## config.mk

```make
export PLATFORM = sky130hd
export DESIGN_NAME = line_cond_ctrl
export DESIGN_NICKNAME = d
export VERILOG_FILES = /design/src/rtl/line_cond_pkg.sv /design/src/rtl/cond_store.sv /design/src/rtl/cond_decode.sv /design/src/rtl/cond_next.sv /design/src/rtl/line_cond_ctrl.sv
export SDC_FILE = /design/constraint.sdc
export NUM_CORES = 1
export LEC_CHECK = 0
export ABC_CLOCK_PERIOD_IN_PS = 3700
export BUFFER_PORTS_ARGS = -buffer_cell sky130_fd_sc_hd__buf_2
export CAP_MARGIN = 30
export CORE_UTILIZATION = 50
export CTS_CLUSTER_DIAMETER = 200
export CTS_CLUSTER_SIZE = 20
export DETAILED_ROUTE_END_ITERATION = 8
export HOLD_SLACK_MARGIN = 0.03
export PLACE_DENSITY_LB_ADDON = 0.25
export SLEW_MARGIN = 25
export SYNTH_ARGS = -nofsm -noshare
export SYNTH_HDL_FRONTEND = slang
export SYNTH_SLANG_ARGS = --single-unit
```

## constraint.sdc

```tcl
create_clock -name clk -period 3.7 [get_ports clk]
set_input_delay 0.37 -clock clk [delete_from_list [all_inputs] [get_ports clk]]
set_output_delay 0.37 -clock clk [all_outputs]
set_load 0.03 [all_outputs]
```

## src/rtl/line_cond_pkg.sv

```systemverilog
package line_cond_pkg;

  localparam int WORD_W = 4;
  localparam int P_BIT  = 3;
  localparam int V_BIT  = 2;
  localparam int S_BIT  = 1;
  localparam int D_BIT  = 0;

  typedef enum logic [2:0] {
    LS_INVALID   = 3'd0,
    LS_CLEAN     = 3'd1,
    LS_DIRTY     = 3'd2,
    LS_CLEAN_SH  = 3'd3,
    LS_DIRTY_SH  = 3'd4
  } lstate_e;

  typedef enum logic [2:0] {
    OP_READ   = 3'd0,
    OP_FILL   = 3'd1,
    OP_LWRITE = 3'd2,
    OP_RSHARE = 3'd3,
    OP_RINV   = 3'd4,
    OP_FLIP   = 3'd5
  } lop_e;

  function automatic logic [WORD_W-1:0] make_word(logic v, logic s, logic d);
    make_word = {v ^ s ^ d, v, s, d};
  endfunction

endpackage

```

## src/rtl/cond_store.sv

```systemverilog
module cond_store
  import line_cond_pkg::*;
#(
  parameter int NUM_LINES = 16,
  parameter int IDX_W     = (NUM_LINES > 1) ? $clog2(NUM_LINES) : 1
) (
  input  logic              clk,
  input  logic              rst_n,
  input  logic [IDX_W-1:0]  rd_idx,
  output logic [WORD_W-1:0] rd_word,
  input  logic              we,
  input  logic              wr_raw,
  input  logic [IDX_W-1:0]  wr_idx,
  input  logic [WORD_W-1:0] wr_word
);

  logic [WORD_W-1:0] words_q [NUM_LINES];

  for (genvar g = 0; g < NUM_LINES; g++) begin : g_line
    logic hit_en;
    assign hit_en = we && (wr_idx == IDX_W'(g));
    always_ff @(posedge clk or negedge rst_n) begin
      if (!rst_n) begin
        words_q[g] <= '0;
      end else if (hit_en) begin
        words_q[g] <= wr_word;
      end
    end
  end

  always_comb begin
    rd_word = '0;
    for (int i = 0; i < NUM_LINES; i++) begin
      if (rd_idx == IDX_W'(i)) rd_word = words_q[i];
    end
  end

  // every non-raw update stores a word with even parity
  assert_even_parity_R2: assert property (@(posedge clk) disable iff (!rst_n)
    (we && !wr_raw) |-> (^wr_word == 1'b0));

endmodule

```

## src/rtl/cond_decode.sv

```systemverilog
module cond_decode
  import line_cond_pkg::*;
(
  input  logic [WORD_W-1:0] word,
  output lstate_e           state,
  output logic              par_bad
);

  always_comb begin
    par_bad = ^word;
    state   = LS_INVALID;
    if (!par_bad && word[V_BIT]) begin
      unique case ({word[S_BIT], word[D_BIT]})
        2'b00:   state = LS_CLEAN;
        2'b01:   state = LS_DIRTY;
        2'b10:   state = LS_CLEAN_SH;
        default: state = LS_DIRTY_SH;
      endcase
    end
  end

endmodule

```

## src/rtl/cond_next.sv

```systemverilog
module cond_next
  import line_cond_pkg::*;
(
  input  lop_e              op,
  input  lstate_e           state,
  input  logic [WORD_W-1:0] word,
  input  logic              fill_shared,
  input  logic [WORD_W-1:0] flip_mask,
  output logic [WORD_W-1:0] new_word,
  output logic              wr_en,
  output logic              need_wb,
  output logic              mem_wr,
  output logic              inv,
  output logic              has_resp,
  output lstate_e           resp_state
);

  always_comb begin
    new_word   = word;
    wr_en      = 1'b0;
    need_wb    = 1'b0;
    mem_wr     = 1'b0;
    inv        = 1'b0;
    has_resp   = 1'b1;
    resp_state = state;
    unique case (op)
      OP_FILL: begin
        need_wb    = (state == LS_DIRTY) || (state == LS_DIRTY_SH);
        new_word   = make_word(1'b1, fill_shared, 1'b0);
        wr_en      = !need_wb;
        resp_state = fill_shared ? LS_CLEAN_SH : LS_CLEAN;
      end
      OP_LWRITE: begin
        if (state == LS_CLEAN || state == LS_DIRTY) begin
          new_word   = make_word(1'b1, 1'b0, 1'b1);
          wr_en      = 1'b1;
          resp_state = LS_DIRTY;
        end else if (state == LS_CLEAN_SH || state == LS_DIRTY_SH) begin
          new_word   = make_word(1'b1, 1'b0, 1'b0);
          wr_en      = 1'b1;
          mem_wr     = 1'b1;
          inv        = 1'b1;
          resp_state = LS_CLEAN;
        end
      end
      OP_RSHARE: begin
        if (state == LS_CLEAN) begin
          new_word   = make_word(1'b1, 1'b1, 1'b0);
          wr_en      = 1'b1;
          resp_state = LS_CLEAN_SH;
        end else if (state == LS_DIRTY) begin
          new_word   = make_word(1'b1, 1'b1, 1'b1);
          wr_en      = 1'b1;
          resp_state = LS_DIRTY_SH;
        end
      end
      OP_RINV: begin
        new_word   = make_word(1'b0, word[S_BIT], word[D_BIT]);
        wr_en      = 1'b1;
        resp_state = LS_INVALID;
      end
      OP_FLIP: begin
        new_word = word ^ flip_mask;
        wr_en    = 1'b1;
        has_resp = 1'b0;
      end
      default: ;
    endcase
  end

endmodule

```

## src/rtl/line_cond_ctrl.sv

```systemverilog
module line_cond_ctrl
  import line_cond_pkg::*;
#(
  parameter int NUM_LINES = 16,
  parameter int IDX_W     = (NUM_LINES > 1) ? $clog2(NUM_LINES) : 1
) (
  input  logic              clk,
  input  logic              rst_n,
  input  logic              cmd_valid,
  output logic              cmd_ready,
  input  logic [2:0]        cmd_op,
  input  logic [IDX_W-1:0]  cmd_idx,
  input  logic              cmd_shared,
  input  logic [3:0]        cmd_flip,
  output logic              resp_valid,
  output logic [IDX_W-1:0]  resp_idx,
  output logic [2:0]        resp_state,
  output logic              parity_error,
  output logic              mem_wr,
  output logic              inv_out,
  output logic              wb_req,
  output logic [IDX_W-1:0]  wb_idx
);

  logic              busy_q, busy_d;
  logic [IDX_W-1:0]  pend_idx_q;
  logic              pend_sh_q;
  logic              pend_en;

  logic [WORD_W-1:0] rd_word, nx_word, st_wdata;
  logic              st_we, st_raw;
  logic [IDX_W-1:0]  st_widx;
  lstate_e           cur_state, nx_resp;
  logic              par_bad, nx_wr, nx_wb, nx_mem, nx_inv, nx_has;
  lop_e              op;
  logic              accept;

  logic              rv_d, pe_d, mw_d, iv_d, wb_d;
  logic [IDX_W-1:0]  ri_d, wi_d;
  logic [2:0]        rs_d;

  assign op        = lop_e'(cmd_op);
  assign cmd_ready = !busy_q;
  assign accept    = cmd_valid && cmd_ready;

  cond_store #(.NUM_LINES(NUM_LINES), .IDX_W(IDX_W)) u_store (
    .clk     (clk),
    .rst_n   (rst_n),
    .rd_idx  (cmd_idx),
    .rd_word (rd_word),
    .we      (st_we),
    .wr_raw  (st_raw),
    .wr_idx  (st_widx),
    .wr_word (st_wdata)
  );

  cond_decode u_dec (
    .word    (rd_word),
    .state   (cur_state),
    .par_bad (par_bad)
  );

  cond_next u_next (
    .op          (op),
    .state       (cur_state),
    .word        (rd_word),
    .fill_shared (cmd_shared),
    .flip_mask   (cmd_flip),
    .new_word    (nx_word),
    .wr_en       (nx_wr),
    .need_wb     (nx_wb),
    .mem_wr      (nx_mem),
    .inv         (nx_inv),
    .has_resp    (nx_has),
    .resp_state  (nx_resp)
  );

  // next-state logic
  always_comb begin
    busy_d   = 1'b0;
    pend_en  = 1'b0;
    st_we    = 1'b0;
    st_raw   = 1'b0;
    st_widx  = cmd_idx;
    st_wdata = nx_word;
    rv_d     = 1'b0;
    ri_d     = cmd_idx;
    rs_d     = nx_resp;
    pe_d     = 1'b0;
    mw_d     = 1'b0;
    iv_d     = 1'b0;
    wb_d     = 1'b0;
    wi_d     = cmd_idx;
    if (busy_q) begin
      st_we    = 1'b1;
      st_widx  = pend_idx_q;
      st_wdata = make_word(1'b1, pend_sh_q, 1'b0);
      rv_d     = 1'b1;
      ri_d     = pend_idx_q;
      rs_d     = pend_sh_q ? LS_CLEAN_SH : LS_CLEAN;
    end else if (accept) begin
      if (nx_wb) begin
        busy_d  = 1'b1;
        pend_en = 1'b1;
        wb_d    = 1'b1;
      end else begin
        st_we  = nx_wr;
        st_raw = (op == OP_FLIP);
        rv_d   = nx_has;
        pe_d   = nx_has && par_bad;
        mw_d   = nx_mem;
        iv_d   = nx_inv;
      end
    end
  end

  // registers
  always_ff @(posedge clk or negedge rst_n) begin
    if (!rst_n) begin
      busy_q       <= 1'b0;
      pend_idx_q   <= '0;
      pend_sh_q    <= 1'b0;
      resp_valid   <= 1'b0;
      resp_idx     <= '0;
      resp_state   <= LS_INVALID;
      parity_error <= 1'b0;
      mem_wr       <= 1'b0;
      inv_out      <= 1'b0;
      wb_req       <= 1'b0;
      wb_idx       <= '0;
    end else begin
      busy_q       <= busy_d;
      if (pend_en) begin
        pend_idx_q <= cmd_idx;
        pend_sh_q  <= cmd_shared;
      end
      resp_valid   <= rv_d;
      resp_idx     <= ri_d;
      resp_state   <= rs_d;
      parity_error <= pe_d;
      mem_wr       <= mw_d;
      inv_out      <= iv_d;
      wb_req       <= wb_d;
      wb_idx       <= wi_d;
    end
  end

  // eviction stalls the port and the fill answers next cycle
  assert_wb_stall_R10: assert property (@(posedge clk) disable iff (!rst_n)
    wb_req |-> !cmd_ready);
  assert_wb_then_fill_R10: assert property (@(posedge clk) disable iff (!rst_n)
    wb_req |=> (resp_valid && (resp_state == LS_CLEAN || resp_state == LS_CLEAN_SH)));
  // write-through always comes with an invalidate and a clean line
  assert_wt_clean_R6: assert property (@(posedge clk) disable iff (!rst_n)
    mem_wr |-> (resp_valid && inv_out && resp_state == LS_CLEAN));
  // a parity error is only reported within a response
  assert_perr_resp_R3: assert property (@(posedge clk) disable iff (!rst_n)
    parity_error |-> resp_valid);
  // no direct move between the two shared conditions
  assert_no_cs_to_ds_R8: assert property (@(posedge clk) disable iff (!rst_n)
    (accept && cur_state == LS_CLEAN_SH) |=> (resp_state != LS_DIRTY_SH));
  assert_no_ds_to_cs_R8: assert property (@(posedge clk) disable iff (!rst_n)
    (accept && cur_state == LS_DIRTY_SH && op != OP_FILL) |=> (resp_state != LS_CLEAN_SH));
  // flip produces no response
  assert_flip_silent_R12: assert property (@(posedge clk) disable iff (!rst_n)
    (accept && op == OP_FLIP) |=> !resp_valid);

endmodule

```

==> results of run 1 <==
## power by group
group | total, µW | switching, µW | leakage (µW) | internal (µW)
Clock | 673 | 404 | 0.000103 | 270
Combinational | 681 | 348 | 0.00158 | 334
Sequential | 1120 | 77.1 | 0.00112 | 1040
Total | 2470 | 828 | 0.00280 | 1640
## routing by layer
metal  track usage (%)  vias up  share of wire (%)  routed length, µm
met3              4.75       29                6.4                822
met5                 0        -                  0                  0
met1              38.3     1928                 47               5980
met4              11.0        0                2.8                357
li1                  -     1730                  -                  -
met2              39.2      165                 44               5660
## cells in the mapped netlist, drive strengths merged, types with 5 or more instances
cell | count | share of area (%)
a21boi | 6 | 1.1
a21oi | 14 | 1.5
a31oi | 7 | 1.2
buf | 18 | 2.7
clkbuf | 15 | 1.1
dfrtp | 84 | 42
inv | 14 | 1.0
mux2 | 68 | 18
mux2i | 12 | 2.4
nand2 | 29 | 2.2
nand2b | 11 | 1.4
nand3 | 8 | 0.89
nand4 | 22 | 5.7
nor2 | 25 | 1.9
nor2b | 7 | 0.92
nor3 | 5 | 0.49
nor3b | 5 | 0.74
o21ai | 21 | 2.1
o22ai | 5 | 0.74
## flip-flops by register name, summed over array words and instances, names as in the netlist
name	count
inv_out	1
resp_idx	4
u_store.words_q	64
wb_idx	4
resp_valid	1
busy_q	1
pend_idx_q	4
pend_sh_q	1
parity_error	1
resp_state	3
## worst min-delay path by stage
| stage | startpoint | end | slack [ns] |
|---|---|---|---|
| CTS | cmd_idx[1] | wb_idx[1] | 0.22 |
| global route | cmd_idx[1] | wb_idx[1] | 0.22 |
| detailed placement | rst_n | wb_idx[2] | 0.33 |
| global placement | pend_idx_q[0] | pend_idx_q[0] | 0.47 |
| finish | cmd_idx[1] | wb_idx[1] | 0.23 |
| floorplan | rst_n | busy_q | 0.07 |
## final cells by class
class / instances / share of cell area (%)
flip-flops and latches: 84 / 35.7
inverters: 15 / 0.955
multi-input cells: 306 / 47.7
clock buffers: 9 / 2.10
clock inverters: 7 / 1.30
well taps: 133 / 2.82
repair buffers: 72 / 9.41
## logic make-up after synthesis
| family | Yosys count |
|---|---|
| DFF | 84 |
| buffers and inverters | 48 |
| AOI/OAI and AO/OA | 91 |
| and+or+nand+nor | 128 |
| adders and majority gates | 1 |
| muxes | 83 |
| xor gates and xnor gates | 3 |
## timing repair
action,in CTS,in global routing
hold buffers,1,0
endpoints found under the hold margin,30,0
pin swaps,0,6
gates resized for setup,2,22
setup endpoints to repair,43,64
setup buffers,1,1
## per-stage QoR
step | hold WS [ns] | worst slack, ns | utilization, %
after CTS | 0.217 | -0.00926 | 59.3
after global placement | 0.469 | -0.125 | 56.7
after detailed placement | 0.329 | -0.186 | 57.0
after floorplan | 0.0744 | -0.0395 | -
after global routing | 0.221 | -0.177 | 60.3
final | 0.229 | -0.0375 | 60.3
==> out/results.ini, run 1 <==
[worst_setup_path]
cp_slowest_stage_delay_ns = 0.48
rrSetupSlack_ns = -0.04
cp.required_ns = 3.96
worst-path-stages = 14
critPathLaunchType = flip-flop
critical_path.slowest_cell = mux4_2
cp_top_family = compound AO/OA/AOI/OAI gates
r2r_end = u_store.words_q[12]
path_cells = mux4_2 -> mux2i_2 -> nor2_1 -> a2111o_1 -> ha_4 -> nand2_4 -> nor3_4 -> a31oi_2 -> a311o_1 -> a21boi_4 -> a31oi_4 -> buf_12 -> nand4_4 -> mux2_4
path_buf_inv = 1
critical_path.max_fanout = 8
r2r-start = u_store.words_q[61]
cp-endpoint = u_store.words_q[12]
arrival_ns = 4.00
cp-end-kind = flip-flop
reg2reg_depth = 14
path_class = reg -> reg
cp-startpoint = u_store.words_q[61]

[routing]
drc_errors = 0
vias = 3852
avgViaCountPerCell = 6.15
totalWireLength_mm = 12.8
drtIter0Drc = 215
avgRoutedWirePerCell_um = 20.5
antenna_left = 0
firstDrtPassIters = 6

[grt]
grt_overflow = 0
antenna_found_initial = 0
grt_max_degree = 55
track_usage_pct = 26.5
grt_pass1_vias = 3764
grt_pass1_wl_mm = 20.8

[synthesis]
synth_edf_count = 0
synthFlopType = dfrtp_1
postSynthCellCount = 438
synth_xor_area_share_pct = 0.520
synth_nets = 454
yosys.area_share.simple_pct = 16.6
ys_seq_area_share_pct = 41.6
synthMuxAreaShare_pct = 21.5
synth_adder_area_share_pct = 0.248
netlist-cell-type-count = 74
yosys_warnings = 0
netlist_area_um2 = 5050
synth_compound_area_share_pct = 14.7
synth_top_family_by_area = multiplexers
ys_ff_latch = 84
async_reset_ff_share_pct = 100
syn_area_per_cell_um2 = 11.5

[cells_and_area]
area_delta_synth_final_pct = 16.6
layout_common_cells = dfrtp_1, mux2_4, buf_4, buf_2, nand2_1
regArea_um2 = 2100
multi_input_area_um2 = 2810
final_cells = 626
fill_cells = 805
final_cell_area_um2 = 5890
layout.nets = 504
final_common_cell = dfrtp_1
diodes = 0
drive_above_1_share_pct = 39.4

[clock_network]
cts_root_buf = clkbuf_8
numCtsBuffers = 9
insertion_delay_ns = 0.38
cts_buffer_depth = 2
cts_tree = done
clkTransAtPathRegs_ns = 0.11
htreeDepth = 3
cts.sinks = 84

[sta]
period_share_pct = 101
skew_ns = 0.0189
max_freq_mhz = 268
slew_viol_final = 0
setup-tns-final_ns = -0.952
finalSetupViolCount = 50
tightest_slew_ns = 0.823
rsz0062_at_grt = true
max_slew_margin_pct = 45.0
hold_viol_final = 0
fin_crit_ns = 3.74
timing.final.ws_setup_ns = -0.0375

[hold_path]
min_path_type = in -> reg
holdPathStages = 1

[floorplan]
ios = 32
core_area_um2 = 9770
die_h_um = 103
initial_core_util_pct = 51.7
die_x_um = 103
num_rows = 36
die-area_um2 = 10500

[pwr]
ir_drop_v = 0.000185
p_leak_uw = 0.00280
power_uw = 2470
p_per_area_nw_per_um2 = 419

[placement]
dp.cells = 607
hpwlAfterDp_mm = 8.91
io_buffer_count = 31
gp_congestion = 0.935
placedInstanceArea_um2 = 5570

[run_status]
outcome = complete, but fails checks
violations = negative setup slack

[flow_run]
maxCapViolCount = 0

(Power assumes the default switching activity.)
==> run 2: changes to the inputs <==
BUFFER_PORTS_ARGS = unset   (was -buffer_cell sky130_fd_sc_hd__buf_2)
CORE_UTILIZATION = 46   (was 50)
DONT_BUFFER_PORTS = 1   (was unset)
SYNTH_HIERARCHICAL = 1   (was unset)
==> run 2 against run 1 <==
  * The run still ends with negative setup slack left
  * Sequential share of layout area increased by 0.35 points
  * Core utilization decreased by 0.70 points
  * Flip-flop and latch count is 1 higher
  * Clock skew down 0.0079 ns
  * Synthesized cell count is 3.4% lower
==> out/results.ini, run 2 <==
[worst_setup_path]
critical_path.max_fanout = 8
critPathLaunchType = flip-flop
path_class = reg -> reg
arrival_ns = 4.28
cp.required_ns = 4.00
cp-end-kind = flip-flop

[grt]
grt_pass1_vias = 3546
antenna_found_initial = 0
grt_max_degree = 86
grt_pass1_wl_mm = 19.2
grt_overflow = 0
track_usage_pct = 22.8

[sta]
finalSetupViolCount = 65
rsz0062_at_grt = true
hold_viol_final = 0
max_slew_margin_pct = 36.1
slew_viol_final = 0
fin_crit_ns = 3.98
period_share_pct = 107
timing.final.ws_setup_ns = -0.276
tightest_slew_ns = 0.958
skew_ns = 0.0109
hold_ws_ns = 0.0446
max_freq_mhz = 251

[cells_and_area]
largest_reg_flops = 64
layout_common_cells = dfrtp_1, mux2_4, buf_4, mux2_2, nor2_1
fin_util_pct = 59.6
diodes = 0
layout.nets = 482
area_delta_synth_final_pct = 24.3
drive_above_1_share_pct = 42.4
regMostFlops = u_store/words_q
final_common_cell = dfrtp_1

[placement]
gp_congestion = 0.874
hpwlAfterDp_mm = 7.58
io_buffer_count = 0
dpl_worst_slack_ns = -0.292

[floorplan]
num_rows = 36
die_x_um = 104
die_h_um = 104
core_area_um2 = 9910
ios = 32
die-area_um2 = 10700
initial_core_util_pct = 47.9

[run_status]
outcome = complete, but fails checks
violations = negative setup slack

[clock_network]
cts_buffer_depth = 2
insertion_delay_ns = 0.36
clkTransAtPathRegs_ns = 0.09
numCtsBuffers = 9
cts_root_buf = clkbuf_8
cts.sinks = 85
cts_tree = done
htreeDepth = 3

[routing]
drtIter0Drc = 254
drc_errors = 0
vias = 3523
totalWireLength_mm = 12.1
antenna_left = 0
avgRoutedWirePerCell_um = 20.2
avgViaCountPerCell = 5.87
firstDrtPassIters = 4

[pwr]
p_leak_uw = 0.00273
ir_drop_v = 0.000295
power_uw = 2570
p_per_area_nw_per_um2 = 435

[flow_run]
maxCapViolCount = 0

[synthesis]
syn_area_per_cell_um2 = 11.2
yosys_warnings = 6
synth_nets = 442
netlist_area_um2 = 4750
postSynthCellCount = 423

[hold_path]
min_path_type = in -> reg

run 2: cell types whose count changed in the layout (fill, tap and decap cells not counted), sizes merged, moves of 4 or more:
| cell | change |
|---|---|
| a21boi | -5 |
| a22oi | +5 |
| buf | -20 |
| mux4 | +4 |
| nand2 | -5 |
| nand2b | +4 |
| nand3 | -6 |
| nand4 | -22 |
| nor2 | +12 |
run 2: what timing repair did:
| action | in CTS | in global routing |
|---|---|---|
| pin swaps | 7 | 5 |
| setup endpoints to repair | 65 | 65 |
| cloned | 1 | 1 |
| buffers inserted | 12 | 5 |
| gates resized for setup | 38 | 41 |
| hold buffers | 4 | 0 |
| hold endpoints to repair | 87 | 0 |
run 2: final cells by class:
cell class	count	area, µm²
Fill cell	785	4000
Timing Repair Buffer	55	542
Clock buffer	9	124
Clock inverter	6	93.8
Tap cell	133	166
Multi-Input combinational cell	297	2800
Inverter	15	56.3
Sequential cell	85	2130
run 2: per-stage QoR:
stage	TNS, ns	cell area, µm²	cells
2_1_floorplan	-12.93	4940	423
3_3_place_gp	-10.34	5200	566
3_5_place_dp	-13.68	5200	566
4_1_cts	-11.16	5710	597
5_1_grt	-23.19	5910	600
6_report	-13.18	5910	600
run 2: routing by layer:
metal,GRT usage [%],vias to the layer above,share of wire [%]
li1,-,1590,-
met3,3.46,22,3.3
met4,7.87,0,2.0
met2,38.9,88,51
met1,29.5,1823,44
met5,0,-,0
run 2: worst max-delay path, stage by stage, from the launching register on:
cell	delay [ns]
dfrtp_1	0.40
mux4_2	0.48
mux2_4	0.29
a22oi_2	0.16
a22oi_2	0.09
buf_4	0.18
ha_1	0.19
nor2_2	0.15
nor4b_4	0.06
buf_4	0.14
buf_4	0.12
buf_4	0.15
nor2_2	0.12
nor2_1	0.05
or4_4	0.47
o211ai_2	0.10
o21a_1	0.16
nand2b_1	0.09
o21ai_4	0.13
clkbuf_16	0.22
mux2_4	0.14
run 2: final timing paths:
check                               startpoint             endpoint  slack [ns]  depth (start not counted)
min in group asynchronous                rst_n        resp_state[0]        0.55                          2
max reg2reg                u_store/words_q[49]   u_store/words_q[3]       -0.28                         20
min                                 cmd_idx[3]            wb_idx[3]        0.04                          0
max                        u_store/words_q[49]   u_store/words_q[3]       -0.28                         20
max in group asynchronous                rst_n  u_store/words_q[51]        2.76                          2
min reg2reg                u_store/words_q[30]  u_store/words_q[30]        0.51                          1
run 2: power by group:
group | switching (µW) | internal, µW
clock | 345 | 382
sequential | 108 | 1070
combinational | 285 | 374
